**config.mk**
```make
export PLATFORM = sky130hd
export DESIGN_NAME = mbox_aperture
export DESIGN_NICKNAME = d
export VERILOG_FILES = /design/src/rtl/mbox_pkg.sv /design/src/rtl/mbox_store.sv /design/src/rtl/mbox_owner_ctl.sv /design/src/rtl/mbox_rd_port.sv /design/src/rtl/mbox_aperture.sv
export SDC_FILE = /design/constraint.sdc
export NUM_CORES = 1
export LEC_CHECK = 0
export BUFFER_PORTS_ARGS = -buffer_cell sky130_fd_sc_hd__buf_2
export CORE_MARGIN = 2
export CORE_UTILIZATION = 40
export CTS_BUF_LIST = sky130_fd_sc_hd__clkbuf_4 sky130_fd_sc_hd__clkbuf_8
export CTS_CLUSTER_DIAMETER = 100
export DETAILED_ROUTE_END_ITERATION = 6
export GPL_TIMING_DRIVEN = 0
export PLACE_DENSITY_LB_ADDON = 0.3
export RECOVER_POWER = 100
export SETUP_SLACK_MARGIN = 0.2
export SLEW_MARGIN = 0
export SYNTH_ARGS = -nofsm -noshare
export SYNTH_HDL_FRONTEND = slang
export SYNTH_SLANG_ARGS = --single-unit
export TNS_END_PERCENT = 30
```
**constraint.sdc**
```tcl
create_clock -name clk -period 2.31 [get_ports clk]
set_input_delay 0.462 -clock clk [delete_from_list [all_inputs] [get_ports clk]]
set_output_delay 0.462 -clock clk [all_outputs]
set_load 0.05 [all_outputs]
```
**src/rtl/mbox_pkg.sv**
```systemverilog
package mbox_pkg;

    localparam int DW = 32;

    // Control word held in the last slot of the window.
    typedef struct packed {
        logic       owner;      // 31: 1 = responder holds the window
        logic [5:0] rsvd_hi;    // 30:25
        logic       fn_reset;   // 24
        logic [7:0] rsvd_mid;   // 23:16
        logic [7:0] status;     // 15:8
        logic       dir;        // 7: 0 request, 1 reply
        logic       rsvd_lo;    // 6
        logic [2:0] ver;        // 5:3
        logic [2:0] mtype;      // 2:0
    } ctl_word_t;

    function automatic logic [DW-1:0] with_owner(input logic [DW-1:0] w, input logic o);
        ctl_word_t c;
        c = ctl_word_t'(w);
        c.owner = o;
        return c;
    endfunction

endpackage

```
**src/rtl/mbox_store.sv**
```systemverilog
module mbox_store
    import mbox_pkg::*;
#(
    parameter int NUM_DW = 8,
    parameter int ADDR_W = 3
) (
    input  logic                         clk,
    input  logic                         rst_n,
    input  logic                         wr_en_i,
    input  logic [ADDR_W-1:0]            wr_idx_i,
    input  logic [DW-1:0]                wr_data_i,
    output logic [NUM_DW-1:0][DW-1:0]    words_o
);

    for (genvar g = 0; g < NUM_DW; g++) begin : g_word
        logic [DW-1:0] word_d, word_q;

        always_comb begin
            word_d = word_q;
            if (wr_en_i && (wr_idx_i == ADDR_W'(g))) begin
                word_d = wr_data_i;
            end
        end

        always_ff @(posedge clk or negedge rst_n) begin
            if (!rst_n) begin
                word_q <= '0;
            end else begin
                word_q <= word_d;
            end
        end

        assign words_o[g] = word_q;
    end

endmodule

```
**src/rtl/mbox_owner_ctl.sv**
```systemverilog
module mbox_owner_ctl
    import mbox_pkg::*;
#(
    parameter int NUM_DW = 8,
    parameter int ADDR_W = 3
) (
    input  logic              clk,
    input  logic              rst_n,
    input  logic              owner_i,
    input  logic              rq_held_rst_i,
    input  logic              rq_wr_i,
    input  logic [ADDR_W-1:0] rq_idx_i,
    input  logic [DW-1:0]     rq_wdata_i,
    input  logic              rs_wr_i,
    input  logic [ADDR_W-1:0] rs_idx_i,
    input  logic [DW-1:0]     rs_wdata_i,
    output logic              wr_en_o,
    output logic [ADDR_W-1:0] wr_idx_o,
    output logic [DW-1:0]     wr_data_o,
    output logic              to_rs_o,
    output logic              to_rq_o,
    output logic              err_o
);

    localparam logic [ADDR_W-1:0] LAST_IDX = ADDR_W'(NUM_DW - 1);

    typedef struct packed {
        logic err;
        logic to_rs;
        logic to_rq;
    } ctl_state_t;

    ctl_state_t st_d, st_q;

    logic              rq_live;
    logic              rq_take;
    logic              rs_take;
    logic [ADDR_W-1:0] pick_idx;
    logic [DW-1:0]     pick_data;

    always_comb begin
        // Requester traffic counts only when its function is alive.
        rq_live   = rq_wr_i && !rq_held_rst_i;
        // The owner bit admits exactly one side, so the two takes never overlap.
        rq_take   = rq_live && !owner_i;
        rs_take   = rs_wr_i && owner_i;

        pick_idx  = rq_take ? rq_idx_i   : rs_idx_i;
        pick_data = rq_take ? rq_wdata_i : rs_wdata_i;
        if (pick_idx == LAST_IDX) begin
            // Hardware decides the owner bit from the writer, not the data.
            pick_data = with_owner(pick_data, rq_take);
        end

        wr_en_o   = rq_take || rs_take;
        wr_idx_o  = pick_idx;
        wr_data_o = pick_data;

        st_d.err   = st_q.err || (rq_live && owner_i);
        st_d.to_rs = rq_take && (rq_idx_i == LAST_IDX);
        st_d.to_rq = rs_take && (rs_idx_i == LAST_IDX);
    end

    always_ff @(posedge clk or negedge rst_n) begin
        if (!rst_n) begin
            st_q <= '0;
        end else begin
            st_q <= st_d;
        end
    end

    assign to_rs_o = st_q.to_rs;
    assign to_rq_o = st_q.to_rq;
    assign err_o   = st_q.err;

endmodule

```
**src/rtl/mbox_rd_port.sv**
```systemverilog
module mbox_rd_port
    import mbox_pkg::*;
#(
    parameter int NUM_DW = 8,
    parameter int ADDR_W = 3
) (
    input  logic                      clk,
    input  logic                      rst_n,
    input  logic                      rd_en_i,
    input  logic [ADDR_W-1:0]         rd_idx_i,
    input  logic                      blank_i,
    input  logic [NUM_DW-1:0][DW-1:0] words_i,
    output logic [DW-1:0]             rdata_o
);

    logic [DW-1:0] rdata_d, rdata_q;

    always_comb begin
        rdata_d = rdata_q;
        if (rd_en_i) begin
            rdata_d = blank_i ? '1 : words_i[rd_idx_i];
        end
    end

    always_ff @(posedge clk or negedge rst_n) begin
        if (!rst_n) begin
            rdata_q <= '0;
        end else begin
            rdata_q <= rdata_d;
        end
    end

    assign rdata_o = rdata_q;

endmodule

```
**src/rtl/mbox_aperture.sv**
```systemverilog
module mbox_aperture
    import mbox_pkg::*;
#(
    parameter  int NUM_DW = 8,
    localparam int ADDR_W = $clog2(NUM_DW)
) (
    input  logic              clk,
    input  logic              rst_n,
    input  logic              rq_held_rst,
    input  logic              rq_wr,
    input  logic              rq_rd,
    input  logic [ADDR_W-1:0] rq_idx,
    input  logic [DW-1:0]     rq_wdata,
    output logic [DW-1:0]     rq_rdata,
    input  logic              rs_wr,
    input  logic              rs_rd,
    input  logic [ADDR_W-1:0] rs_idx,
    input  logic [DW-1:0]     rs_wdata,
    output logic [DW-1:0]     rs_rdata,
    output logic              hand_to_rs,
    output logic              hand_to_rq,
    output logic              rq_wr_err
);

    logic [NUM_DW-1:0][DW-1:0] words;
    logic                      wr_en;
    logic [ADDR_W-1:0]         wr_idx;
    logic [DW-1:0]             wr_data;
    logic                      owner;

    assign owner = words[NUM_DW-1][DW-1];

    mbox_store #(.NUM_DW(NUM_DW), .ADDR_W(ADDR_W)) store_i (
        .clk       (clk),
        .rst_n     (rst_n),
        .wr_en_i   (wr_en),
        .wr_idx_i  (wr_idx),
        .wr_data_i (wr_data),
        .words_o   (words)
    );

    mbox_owner_ctl #(.NUM_DW(NUM_DW), .ADDR_W(ADDR_W)) ctl_i (
        .clk           (clk),
        .rst_n         (rst_n),
        .owner_i       (owner),
        .rq_held_rst_i (rq_held_rst),
        .rq_wr_i       (rq_wr),
        .rq_idx_i      (rq_idx),
        .rq_wdata_i    (rq_wdata),
        .rs_wr_i       (rs_wr),
        .rs_idx_i      (rs_idx),
        .rs_wdata_i    (rs_wdata),
        .wr_en_o       (wr_en),
        .wr_idx_o      (wr_idx),
        .wr_data_o     (wr_data),
        .to_rs_o       (hand_to_rs),
        .to_rq_o       (hand_to_rq),
        .err_o         (rq_wr_err)
    );

    mbox_rd_port #(.NUM_DW(NUM_DW), .ADDR_W(ADDR_W)) rq_port_i (
        .clk      (clk),
        .rst_n    (rst_n),
        .rd_en_i  (rq_rd),
        .rd_idx_i (rq_idx),
        .blank_i  (rq_held_rst),
        .words_i  (words),
        .rdata_o  (rq_rdata)
    );

    mbox_rd_port #(.NUM_DW(NUM_DW), .ADDR_W(ADDR_W)) rs_port_i (
        .clk      (clk),
        .rst_n    (rst_n),
        .rd_en_i  (rs_rd),
        .rd_idx_i (rs_idx),
        .blank_i  (1'b0),
        .words_i  (words),
        .rdata_o  (rs_rdata)
    );

endmodule

```
# Yosys cells after proc, flatten, opt, wreduce, memory -nomap -nowiden
# Index checks and enable logic that the tools add are counted.
# totals
in_bits	77
register_bits	323
output_inout_bits	67
wordCells	51
# op_classes
reduce_logical	19
mux	8
n_lt_le_gt_ge	2
eq_ne	9
# ops
operator	count
$bmux W32 S3	2
$mux W32	5
$eq A3 B3 Y1 const B	6
$logic_and A1 B1 Y1	14
$lt A3 B4 Y1 const B	2
$eq A3 B2 Y1 const B	2
$eq A3 B1 Y1 const B	1
$logic_not A3 Y1	1
$mux W3	1
$logic_not A1 Y1	2
$logic_or A1 B1 Y1	2

# Longest topological paths before layout
# Gate-level depths: netlist (run 1).
# depth
depth_word	6
mapped_depth	7
depth_no_buf	4

# By module
# A second synthesis (run 1) with hierarchy kept.
# hier_totals
cells_unflattened	1132
hier_area_um2	16450.8
# modules_own_cells
module	area_per_inst_um2	cells_each	seq_area_each_um2	instances
mbox_store	9620.5	551	6406.1	1
mbox_rd_port	3129.3	264	800.8	2
mbox_owner_ctl	568.0	52	75.1	1
mbox_aperture	3.8	1	0.0	1

# Worst setup path after synthesis (run 1)
# OpenSTA, ideal clock, no wires.
# synth_path
path_kind	input to register
startpoint	in rq_held_rst
endpoint	reg store_i.g_word[6].word_q[31]
required_ns	2.185
path_slack_ns	0.274
cell_stages	5
path_buffers	2
arrival_time_ns	1.912
setup_ns	0.125
cell_sequence	or3b_1 buf_2 buf_6 o32ai_4 mux2_2
# synth_between
elab_chain_len	6
elab_cells_between_ends	10
cone_classes	2 x eq/ne; 3 x mux; 5 x reduce/logical
# synth_lines
element	line_no	source
from (decl)	mbox_aperture.sv:9	input logic rq_held_rst,
$logic_not A1 Y1 (*)	mbox_owner_ctl.sv:43	rq_live = rq_wr_i && !rq_held_rst_i;
$logic_and A1 B1 Y1 (*)	mbox_owner_ctl.sv:43	
$logic_and A1 B1 Y1 (*)	mbox_owner_ctl.sv:45	rq_take = rq_live && !owner_i;
$mux W3	mbox_owner_ctl.sv:48	pick_idx = rq_take ? rq_idx_i : rs_idx_i;
$eq A3 B3 Y1, on equally long branches	mbox_owner_ctl.sv:50, mbox_store.sv:20	
$mux W32 / $logic_and A1 B1 Y1 (equally long branches)	mbox_owner_ctl.sv:50, mbox_store.sv:20	
to (signal assigned)	mbox_store.sv:29	word_q <= word_d;
to (decl)	mbox_store.sv:16	logic [DW-1:0] word_d, word_q;
# Every way passes the cells marked *; elsewhere a longest branch is shown, timed or not.
# A chain may end at the register's enable or synchronous reset.

# Worst setup path after layout (run 1)
# layout_path
startpoint	in rs_idx[2]
endpoint	reg rs_port_i.rdata_q[20], in the netlist rs_port_i.rdata_o[20]
# layout_between
elab_chain_len	2
# layout_lines
element	line_no	source
from (decl)	mbox_aperture.sv:17	input logic [ADDR_W-1:0] rs_idx,
$bmux W32 S3	mbox_rd_port.sv:21	rdata_d = blank_i ? '1 : words_i[rd_idx_i];
$mux W32 (implied by the code)	mbox_rd_port.sv:21	
to (signal assigned)	mbox_rd_port.sv:29	rdata_q <= rdata_d;
to (decl)	mbox_rd_port.sv:16	logic [DW-1:0] rdata_d, rdata_q;
# No other way between the ends. The select of a mux whose other input is x is not followed.

==> results of run 1 <==
## per-stage QoR
stage / total power (µW) / util [%] / setup TNS [ns]
after floorplan: 16200 / - / 0
after global placement: 18300 / 43.7 / -1849.31
after detailed placement: 18600 / 43.8 / -89.68
after CTS: 24200 / 47.4 / 0
after global routing: 25500 / 47.7 / 0
final: 24100 / 47.7 / 0
## cells by family after synthesis
group / after synthesis
AO/OA/AOI/OAI: 263
buffers and inverters: 170
flip-flops: 323
multiplexers: 270
AND/OR/NAND/NOR: 283
## where the power goes
part           internal, µW  leakage, µW  switching, µW
sequential             8280      0.00358           1980
combinational          3910      0.00372           4460
clock                  3090     0.000627           2390
total                 15300      0.00794           8830
## registers in the layout, indices dropped and copies added (netlist names)
name and flops:
ctl_i.err_o 1, ctl_i.to_rq_o 1, ctl_i.to_rs_o 1, rq_port_i.rdata_o 32, rs_port_i.rdata_o 32, store_i.g_word.word_q 256
## layout by cell type (no fill, tap or decap), drive strengths merged, types with 2 or more instances in the layout
master    n
mux2     39
a21oi   196
and3      3
a31oi    23
o32ai     5
dfrtp   323
mux2i   103
inv      67
nand2    48
or3b      2
buf     121
mux4    128
nand2b    2
clkbuf  221
nor2    221
clkinv    7
o22a     33
o22ai     2
## worst max-delay path, cell delays in order
cell	delay, ns
clkbuf_1	0.22
clkbuf_1	0.59
clkbuf_1	0.79
mux4_2	0.42
nand2_1	0.08
a31oi_1	0.10
## routing by layer
metal  vias up  global-route usage, %  wire length, µm
met4         2                   9.91             1850
met2       562                   39.7            24200
li1       5148                      -                -
met1      6140                   33.5            20900
met5         -                      0               14
met3       124                   5.56             4160
## cell type report
cell class	count	share of cell area (%)
multi-input cells	816	39.1
clock inverters	9	0.418
plain buffers	103	2.90
well taps	525	3.48
inverters	67	1.33
clock buffers	88	5.79
repair buffers	152	4.11
flip-flops and latches	323	42.9
## repair_timing
item	in CTS	in global routing
hold buffers	1	0
cloned	0	1
buffers inserted	4	5
gates resized for setup	48	36
hold endpoints to repair	110	0
pin swaps	1	1
setup endpoints to repair	257	342
## worst paths after layout
| path | slack (ns) | cells past startpoint | to | startpoint |
|---|---|---|---|---|
| min | 0.15 | 2 | ctl_i.err_o | rq_wr |
| min reg2reg | 0.48 | 1 | ctl_i.err_o | ctl_i.err_o |
| max reg2reg | 0.07 | 6 | store_i.g_word[4].word_q[16] | store_i.g_word[7].word_q[31] |
| max | 0.07 | 6 | rs_port_i.rdata_o[20] | rs_idx[2] |
| min in group asynchronous | 0.41 | 2 | ctl_i.to_rq_o | rst_n |
| max in group asynchronous | 0.59 | 3 | ctl_i.to_rs_o | rst_n |
==> metrics.csv, run 1 <==
metric,value,unit
dieHeight,203,µm
stdcell_area,18900,µm²
drv_cap,0,
critical_path_required,2.75,ns
avgSynthCellArea,12.2,µm²
skew,0.0353,ns
setup_viol,0,
synth-edff-count,0,
diodes,0,
fill_cells,3601,
die_area,41400,µm²
fin_crit_sh,97.1,%
leakagePower,0.00794,µW
ys_ff_latch,323,
async_flop_share,100,%
muxShareOfSynthArea,27.3,%
period_needed,2.24,ns
cts_tree,yes,
ant_nets,0,
synthAdderAreaFrac,0,%
grt_pass1_vias,12300,
yosysMostFrequentCell,dfrtp_1,
synth_area,15900,µm²
drt_wl_total,51100,µm
path_max_fanout,10,
synthSimpleGateAreaFrac,6.98,%
crit_type,input port to register,
cp-end-kind,register,
synthTopCellsByArea,"dfrtp_1, mux4_2, mux2i_1",
area_growth,18.5,%
grt_usage,25.0,%
synthCells,1309,
hold_violations,0,
power_per_cell_area,1280,nW/µm²
slew_viol_final,0,
portBuffers,139,
instances_no_fill,2083,
synth_nets,1386,
crit_arrival,2.68,ns
clk_pin_slew,0.06,ns
synthXorXnorAreaFrac,0,%
start_util,40.2,%
synth_area_leader_cell,dfrtp_1,
fmax,446,MHz
cts-root-buf,clkbuf_8,
clockBufferDepth,3,
cts_buffers,54,
synth-main-ff-cell,dfrtp_1,
core,39500,µm²
min_path_type,input port to register,
tightest_slew,1.12,ns
place_congestion,0.843,
pin_count,144,
routedWlPerCell,24.5,µm
multi_input_area,7370,µm²
nets,1594,
cts.sinks,323,
timing.final.ws_setup,0.0663,ns
rsz0062_at_grt,true,
insertion_delay,0.64,ns
relSlewSlack,25.1,%
drc,0,
status,"complete, no violations",
synth_cell_types,34,
overflow,0,
grt_max_degree,119,
drt_iter0_markers,1275,
dr.pass1.iters,5,
regArea,8080,µm²
synth.top_cell.area_share,50.8,%
ys_warn_count,0,
via_per_inst,5.75,
pre_cts_slack,-0.611,ns
cts.htree.levels,2,
antenna_found_initial,1,
placed_cell_area,17300,µm²
rows,73,
start_kind,input port,
synth_common_cells,"dfrtp_1, nor2_1, a21oi_1, mux4_2, mux2i_1",
die-width,203,µm
synth_compound_area_share,10.0,%
dp_cells,1975,
dp_hpwl,33100,µm
synth_top_family_by_area,multiplexers,
hold_ws,0.146,ns
grt_pass1_wl,76700,µm
vias,12000,
drive_gt1_share,28.4,%
synth_seq_area_share,50.8,%
ir_drop,0.651,mV
No activity file was read; power rests on OpenSTA's default activity.
==> run 2: changes to the inputs <==
- CTS_BUF_LIST: sky130_fd_sc_hd__clkbuf_4 sky130_fd_sc_hd__clkbuf_8 -> unset
- GPL_ROUTABILITY_DRIVEN: unset -> 0
==> metrics.csv, run 2 (same netlist as run 1, synthesis figures left out) <==
metric,value,unit
routedWlPerCell,25.0,µm
rsz0062_at_grt,true,
p_comb_share,34.4,%
pre_cts_slack,-0.611,ns
min_path_type,input port to asynchronous set/reset pin,
cp-end-kind,register,
pin_count,144,
setup_viol,0,
critical_path_required,2.69,ns
clk_pin_slew,0.06,ns
hold_violations,5,
die-width,203,µm
largest-register,store_i.g_word.word_q,
period_needed,2.22,ns
setup_tns,0,ns
start_kind,register,
p_switching,8840,µW
grt_pass1_vias,12200,
nets,1570,
diodes,0,
drc,0,
largest_reg_flops,256,
leakagePower,0.00784,µW
violations,hold timing,
ff2ff_path_depth,6,
grt_max_degree,119,
utilization,47.3,%
cts_buffers,36,
via_per_inst,5.84,
r2r_slack,0.09,ns
cts-root-buf,clkbuf_16,
relSlewSlack,19.5,%
layout_common_cells,"dfrtp_1, nor2_1, a21oi_1",
insertion_delay,0.55,ns
antenna_found_initial,1,
dp_hpwl,33100,µm
drt_iter0_markers,1280,
portBuffers,139,
cts_tree,yes,
ir_drop,0.560,mV
clockBufferDepth,3,
timing.final.ws_setup,0.0934,ns
overflow,0,
slew_viol_final,0,
layout_commonest_cell,dfrtp_1,
hold_buffers,0,
seqPwrFrac,42.3,%
cts.sinks,323,
cts.htree.levels,2,
power_per_cell_area,1300,nW/µm²
fin_crit_sh,96.0,%
r2r-start,store_i.g_word[7].word_q[31],
drv_cap,0,
status,finished with violations,
ant_nets,0,
area_growth,17.4,%
power.clock.fraction,23.3,%
vias,11900,
hold_ws,-0.0313,ns
start_util,40.2,%
grt_usage,25.0,%
dieHeight,203,µm
grt_pass1_wl,76500,µm
power_switching_share,36.4,%
core,39500,µm²
fmax,451,MHz
drive_gt1_share,26.2,%
crit_arrival,2.60,ns
drt_wl_total,51100,µm
tightest_slew,1.21,ns
r2r_end,store_i.g_word[4].word_q[13],
crit_type,register to register,
fill_cells,3620,
dr.pass1.iters,5,
rows,73,
die_area,41400,µm²
internal-power,15500,µW
path_max_fanout,10,
skew,0.0309,ns
run 2: worst max-delay path by stage:
| stage | slack (ns) | endpoint | cells past startpoint | startpoint |
|---|---|---|---|---|
| finish | 0.09 | store_i.g_word[4].word_q[13] | 6 | store_i.g_word[7].word_q[31] |
| global route | 0.05 | store_i.g_word[2].word_q[6] | 6 | store_i.g_word[7].word_q[31] |
| CTS | 0.08 | store_i.g_word[4].word_q[13] | 6 | store_i.g_word[7].word_q[31] |
| detailed placement | -0.61 | rs_port_i.rdata_o[14] | 6 | rs_idx[2] |
| global placement | -5.48 | rq_port_i.rdata_o[11] | 1 | rst_n |
| floorplan | 0.27 | store_i.g_word[6].word_q[31] | 5 | rq_held_rst |
run 2: repair_timing:
item	4_1_cts	5_1_grt
hold endpoints to repair	0	0
setup endpoints to repair	272	252
gates cloned	0	0
resized for setup	58	34
buffers inserted	4	1
pin swaps	2	1
run 2: power by group through the flow:
| stage | clock [µW] | sequential [µW] | combinational, µW |
|---|---|---|---|
| 2_1_floorplan | 0 | 10900 | 5250 |
| 3_3_place_gp | 0 | 10200 | 8110 |
| 3_5_place_dp | 0 | 10300 | 8330 |
| 4_1_cts | 5720 | 10200 | 8490 |
| 5_1_grt | 5950 | 10600 | 9060 |
| 6_report | 5660 | 10300 | 8360 |
run 2: metal layers:
metal	share of wire [%]	global-route usage (%)	up-vias
met5	0.027	0	-
met4	3.8	10.1	2
met3	8.7	5.61	135
met2	47	39.5	595
met1	40	33.5	6098
li1	-	-	5098
run 2: cell type report:
type | instances | area [µm²] | area share, %
sequential | 323 | 8080 | 43.2
multi-input combinational | 816 | 7250 | 38.8
clock buffer | 54 | 1060 | 5.67
timing repair buffer | 146 | 724 | 3.88
tap | 525 | 657 | 3.51
buffer | 103 | 582 | 3.11
inverter | 67 | 251 | 1.35
clock inverter | 8 | 81.3 | 0.435
run 2: through the flow:
stage / std cells / area [µm²] / total power (µW)
final: 2042 / 18700 / 24300
after CTS: 2041 / 18700 / 24400
after global routing: 2042 / 18700 / 25600
after detailed placement: 1975 / 17300 / 18600
after floorplan: 1309 / 15900 / 16200
after global placement: 1973 / 17300 / 18300
run 2: worst max-delay path, stage by stage (launching register included):
cell and delay (ns):
dfrtp_1 0.37, or3b_1 0.37, buf_6 0.16, buf_12 0.15, o22ai_2 0.49, clkbuf_2 0.40, a21oi_1 0.13
